$ cat config.mk
export PLATFORM = sky130hd
export DESIGN_NAME = prio_src_load
export DESIGN_NICKNAME = d
export VERILOG_FILES = /design/src/rtl/prio_src_load_pkg.sv /design/src/rtl/prio_src_ctrl.sv /design/src/rtl/prio_src_mux.sv /design/src/rtl/prio_load_reg.sv /design/src/rtl/prio_src_load.sv
export SDC_FILE = /design/constraint.sdc
export NUM_CORES = 1
export LEC_CHECK = 0
export BUFFER_PORTS_ARGS = -buffer_cell sky130_fd_sc_hd__buf_2
export CAP_MARGIN = 20
export CORE_MARGIN = 2
export CORE_UTILIZATION = 37
export CTS_CLUSTER_DIAMETER = 40
export DETAILED_ROUTE_END_ITERATION = 7
export PLACE_DENSITY = 0.75
export SYNTH_ARGS = -nofsm -noshare
export SYNTH_HDL_FRONTEND = slang
export SYNTH_HIERARCHICAL = 1
export SYNTH_SLANG_ARGS = --single-unit
export TNS_END_PERCENT = 30
$ cat constraint.sdc
create_clock -name clk -period 1.9 [get_ports clk]
set_input_delay 0.57 -clock clk [delete_from_list [all_inputs] [get_ports clk]]
set_output_delay 0.57 -clock clk [all_outputs]
set_load 0.005 [all_outputs]
$ cat src/rtl/prio_src_load_pkg.sv
// Package: shared types for the priority-selected register load.
// Assumes three sources; select code 2'b11 is reserved and unused.
package prio_src_load_pkg;

    typedef enum logic [1:0] {
        SEL_SRC_A = 2'b00,
        SEL_SRC_B = 2'b01,
        SEL_SRC_C = 2'b10,
        SEL_NONE  = 2'b11
    } src_sel_e;

endpackage

$ cat src/rtl/prio_src_ctrl.sv
// Module: priority control unit.
// Turns three condition inputs into a source select and a load enable.
// Assumes the conditions are stable around the clock edge; purely combinational.
module prio_src_ctrl
    import prio_src_load_pkg::*;
(
    input  logic     cond_a,
    input  logic     cond_b,
    input  logic     cond_c,
    output src_sel_e sel,
    output logic     load
);

    // Priority chain: the first condition wins, then the second, then the third.
    always_comb begin
        sel  = SEL_SRC_A;
        load = 1'b0;
        if (cond_a) begin
            sel  = SEL_SRC_A;
            load = 1'b1;
        end else if (cond_b) begin
            sel  = SEL_SRC_B;
            load = 1'b1;
        end else if (cond_c) begin
            sel  = SEL_SRC_C;
            load = 1'b1;
        end
    end

endmodule

$ cat src/rtl/prio_src_mux.sv
// Module: three-input source multiplexer, built bit by bit.
// Assumes the select comes from prio_src_ctrl; the reserved code yields zero.
module prio_src_mux
    import prio_src_load_pkg::*;
#(
    parameter int WIDTH = 8
) (
    input  src_sel_e           sel,
    input  logic [WIDTH-1:0]   in_a,
    input  logic [WIDTH-1:0]   in_b,
    input  logic [WIDTH-1:0]   in_c,
    output logic [WIDTH-1:0]   out
);

    for (genvar i = 0; i < WIDTH; i++) begin : g_bit
        // Per-bit select of one of three inputs; reserved code forces zero.
        always_comb begin
            case (sel)
                SEL_SRC_A: out[i] = in_a[i];
                SEL_SRC_B: out[i] = in_b[i];
                SEL_SRC_C: out[i] = in_c[i];
                default:   out[i] = 1'b0;
            endcase
        end
    end

endmodule

$ cat src/rtl/prio_load_reg.sv
// Module: parallel-load register with synchronous active-low clear.
// Assumes load and data settle before the rising edge.
module prio_load_reg #(
    parameter int WIDTH = 8
) (
    input  logic             clk,
    input  logic             rst_n,
    input  logic             load,
    input  logic [WIDTH-1:0] d,
    output logic [WIDTH-1:0] q
);

    // Clears on reset, captures all bits on load, otherwise holds.
    always_ff @(posedge clk) begin
        if (!rst_n) begin
            q <= '0;
        end else if (load) begin
            q <= d;
        end
    end

endmodule

$ cat src/rtl/prio_src_load.sv
// Module: top of the priority-selected register load.
// Wires the control unit, the multiplexer and the destination register.
// Assumes synchronous active-low reset and a single clock domain.
module prio_src_load
    import prio_src_load_pkg::*;
#(
    parameter int WIDTH = 8
) (
    input  logic             clk,
    input  logic             rst_n,
    input  logic             cond_a,
    input  logic             cond_b,
    input  logic             cond_c,
    input  logic [WIDTH-1:0] src_a,
    input  logic [WIDTH-1:0] src_b,
    input  logic [WIDTH-1:0] src_c,
    output logic [WIDTH-1:0] dst_q,
    output logic [1:0]       sel,
    output logic             load_en
);

    src_sel_e         sel_w;
    logic             load_w;
    logic [WIDTH-1:0] mux_w;

    prio_src_ctrl u_ctrl (
        .cond_a (cond_a),
        .cond_b (cond_b),
        .cond_c (cond_c),
        .sel    (sel_w),
        .load   (load_w)
    );

    prio_src_mux #(.WIDTH(WIDTH)) u_mux (
        .sel  (sel_w),
        .in_a (src_a),
        .in_b (src_b),
        .in_c (src_c),
        .out  (mux_w)
    );

    prio_load_reg #(.WIDTH(WIDTH)) u_reg (
        .clk   (clk),
        .rst_n (rst_n),
        .load  (load_w),
        .d     (mux_w),
        .q     (dst_q)
    );

    assign sel     = sel_w;
    assign load_en = load_w;


    a_wins_chk: assert property (@(posedge clk) disable iff (!rst_n)
        cond_a |=> dst_q == $past(src_a));


    b_wins_chk: assert property (@(posedge clk) disable iff (!rst_n)
        (!cond_a && cond_b) |=> dst_q == $past(src_b));


    c_wins_chk: assert property (@(posedge clk) disable iff (!rst_n)
        (!cond_a && !cond_b && cond_c) |=> dst_q == $past(src_c));


    no_reserved_sel_chk: assert property (@(posedge clk) disable iff (!rst_n)
        sel != 2'b11);


    idle_hold_chk: assert property (@(posedge clk) disable iff (!rst_n)
        (!cond_a && !cond_b && !cond_c) |=> $stable(dst_q));

endmodule

==> impl_metrics.sql <==
INSERT INTO impl_metrics (metric_group, metric, value, unit) VALUES
('floorplanning', 'num_io_pins', '40', ''),
('final_layout', 'largest_register_ffs', '8', ''),
('worst_setup_path', 'worst-endpoint-required', '1.33', 'ns'),
('grt', 'first_global_vias', '435', ''),
('floorplanning', 'die_outline_area', '0.00172', 'mm²'),
('detailed_routing', 'drt_iter0_markers', '7', ''),
('final_layout', 'layout.filler_cells', '117', ''),
('final_layout', 'final_layout_size_suffix_gt1_frac', '0.538', ''),
('sta', 'tightest_slew', '0.269', 'ns'),
('grt', 'grt_max_degree', '9', ''),
('power', 'max-vdd-ir-drop', '0.295', 'mV'),
('power', 'p_leak', '0.404', 'nW'),
('sta', 'finalCriticalPeriod', '1.77', 'ns'),
('detailed_routing', 'antenna_left', '0', ''),
('logic_synthesis', 'synth.net_count', '77', ''),
('worst_setup_path', 'critical_path_buf_inv_count', '2', ''),
('logic_synthesis', 'seq_area_frac_synth', '0.308', ''),
('worst_setup_path', 'rr_endpoint', 'u_reg/q[1]', ''),
('grt', 'grt_overflow', '0', ''),
('detailed_routing', 'drt_pass1_iterations', '3', ''),
('logic_synthesis', 'mappedNetlistArea', '519', 'µm²'),
('grt', 'grt-busiest-layer', 'met2', ''),
('place', 'detailed_place_hpwl', '927', 'µm'),
('grt', 'antenna_found_initial', '0', ''),
('final_layout', 'post-route-cell-area', '753', 'µm²'),
('clocking', 'post_cts_buffers', '0', ''),
('clocking', 'cts_num_sinks', '8', ''),
('grt', 'grtUsageMet2', '0.225', ''),
('final_layout', 'total_number_of_nets_in_the_final_design', '122', ''),
('sta', 'min_period_over_period', '0.932', ''),
('logic_synthesis', 'synth.avg_cell_area', '10.8', 'µm²'),
('final_layout', 'largest_register', 'u_reg/q', ''),
('worst_setup_path', 'reg2reg_slack', '1.29', 'ns'),
('final_layout', 'num_antenna_cells', '0', ''),
('worst_setup_path', 'cp_slowest_cell', 'sky130_fd_sc_hd__or3_1', ''),
('floorplanning', 'initial_core_utilization', '0.399', ''),
('sta', 'final_worst_setup_slack', '0.129', 'ns'),
('clocking', 'tritoncts.num_buffers', '3', ''),
('floorplanning', 'fp.coreArea', '0.00130', 'mm²'),
('power', 'power_density', '553', 'mW/mm²'),
('logic_synthesis', 'synthCells', '48', ''),
('worst_setup_path', 'critical_path.cell_chain', 'buf_2 > or3_1 > buf_2', ''),
('hold_path', 'timing.hold.worst.class', 'reg2reg', ''),
('detailed_routing', 'drt-wirelength-per-cell', '10.1', 'µm'),
('grt', 'grt_first_pass_wirelength', '1770', 'µm'),
('worst_setup_path', 'most_prevalent_standard_cell_on_the_critical_path', 'sky130_fd_sc_hd__buf_2', ''),
('sta', 'finalHoldViolations', '0', ''),
('logic_synthesis', 'number_of_register_bits_inferred_by_synthesis', '8', ''),
('clocking', 'clk-insertion-delay-late', '0.24', 'ns'),
('detailed_routing', 'totalWireLength', '1070', 'µm'),
('final_layout', 'biggestRegsByFlops', 'u_reg/q: 8 flops', ''),
('sta', 'rsz0062_at_grt', 'no', ''),
('final_layout', 'multi_input_comb_area', '319', 'µm²'),
('place', 'placed_area', '731', 'µm²'),
('clocking', 'clkTransAtPathRegs', '0.05', 'ns'),
('floorplanning', 'die_w', '41.5', 'µm'),
('worst_setup_path', 'setup.worst_path.start_class', 'input port', ''),
('worst_setup_path', 'rr_worst_depth', '2', ''),
('floorplanning', 'std_cell_rows', '13', ''),
('grt', 'grt.total_usage', '0.132', ''),
('place', 'place.gp.congestion', '0.715', ''),
('logic_synthesis', 'ys_warn_count', '6', ''),
('clocking', 'cts_buffer_depth', '2', ''),
('worst_setup_path', 'worst_setup_path_end_kind', 'output port', ''),
('logic_synthesis', 'synthDominantAreaCellType', 'sky130_fd_sc_hd__dfxtp_1', ''),
('logic_synthesis', 'synth_area_leaders', 'sky130_fd_sc_hd__dfxtp_1 31%, sky130_fd_sc_hd__mux2i_1 31%, sky130_fd_sc_hd__o2bb2ai_1 13%, sky130_fd_sc_hd__nor2b_1 11%, sky130_fd_sc_hd__buf_6 8.7%', ''),
('detailed_routing', 'post-route-drc-count', '0', ''),
('outcome', 'outcome', 'finished, final reports clean', ''),
('sta', 'skew', '0', 'ns'),
('logic_synthesis', 'post_synth_num_cell_types', '8', ''),
('worst_setup_path', 'worstPathArrival', '1.20', 'ns');
## per-stage QoR
step / utilization / std cells / power [mW]
3_3_place_gp: 0.562 / 103 / 0.302
5_1_grt: 0.579 / 106 / 0.444
4_1_cts: 0.579 / 106 / 0.424
2_1_floorplan: - / 48 / 0.253
3_5_place_dp: 0.562 / 103 / 0.304
6_report: 0.579 / 106 / 0.416
## cells by family (layout without fill, tap and decap cells)
family | Yosys count | count (layout) | share of synthesized area
AO/OA/AOI/OAI | 8 | 8 | 0.135
buffers and inverters | 4 | 47 | 0.0867
flip-flops | 8 | 8 | 0.308
multiplexers | 16 | 16 | 0.308
AND/OR/NAND/NOR | 12 | 12 | 0.161
## layout make-up
type,count,share of cell area
Clock buffer,3,0.0299
Multi-Input combinational cell,36,0.424
Sequential cell,8,0.213
Timing Repair Buffer,44,0.309
Tap cell,15,0.0249
## metal layers
layer,routed length (µm),part of all wire
met2,531,0.50
met3,95,0.089
met5,0,0
met1,445,0.42
met4,0,0
## report_power, final
group | switching, mW | total [mW] | internal [mW]
logic | 0.0457 | 0.112 | 0.0666
clock network | 0.0456 | 0.117 | 0.0715
registers | 0.00508 | 0.187 | 0.182
total | 0.0964 | 0.416 | 0.320
## worst max-delay path by stage
stage / startpoint / endpoint / slack (ns) / cells past startpoint
after CTS: cond_b / load_en / 0.13 / 3
final: cond_b / load_en / 0.13 / 3
after detailed placement: cond_b / load_en / 0.14 / 3
after global routing: cond_b / load_en / 0.10 / 3
after global placement: cond_b / load_en / 0.14 / 3
after floorplan: cond_b / u_reg/q[0] / 0.24 / 7
## Yosys cell counts
master                       n
sky130_fd_sc_hd__mux2i_1    16
sky130_fd_sc_hd__nor2b_1     9
sky130_fd_sc_hd__dfxtp_1     8
sky130_fd_sc_hd__o2bb2ai_1   8
sky130_fd_sc_hd__buf_6       4
sky130_fd_sc_hd__nor2b_4     1
sky130_fd_sc_hd__nor3b_1     1
sky130_fd_sc_hd__or3_1       1
## worst reg2reg max path: cells and delay by family, from the launching register on
kind | cells | cell delay, ns
DFF | 1 | 0.30
muxes | 1 | 0.14
and+or+nand+nor | 1 | 0.06
## placed cells by master, fill, tap and decap left out
cell | synthesis | routed
sky130_fd_sc_hd__buf_2 | 0 | 39
sky130_fd_sc_hd__mux2i_1 | 16 | 16
sky130_fd_sc_hd__nor2b_1 | 9 | 9
sky130_fd_sc_hd__o2bb2ai_1 | 8 | 8
sky130_fd_sc_hd__dfxtp_1 | 8 | 8
sky130_fd_sc_hd__buf_4 | 0 | 5
sky130_fd_sc_hd__clkbuf_4 | 0 | 3
sky130_fd_sc_hd__or3_1 | 1 | 1
sky130_fd_sc_hd__nor3b_2 | 0 | 1
sky130_fd_sc_hd__nor2b_4 | 1 | 1
Note: power is estimated with default switching activity, not from simulation.
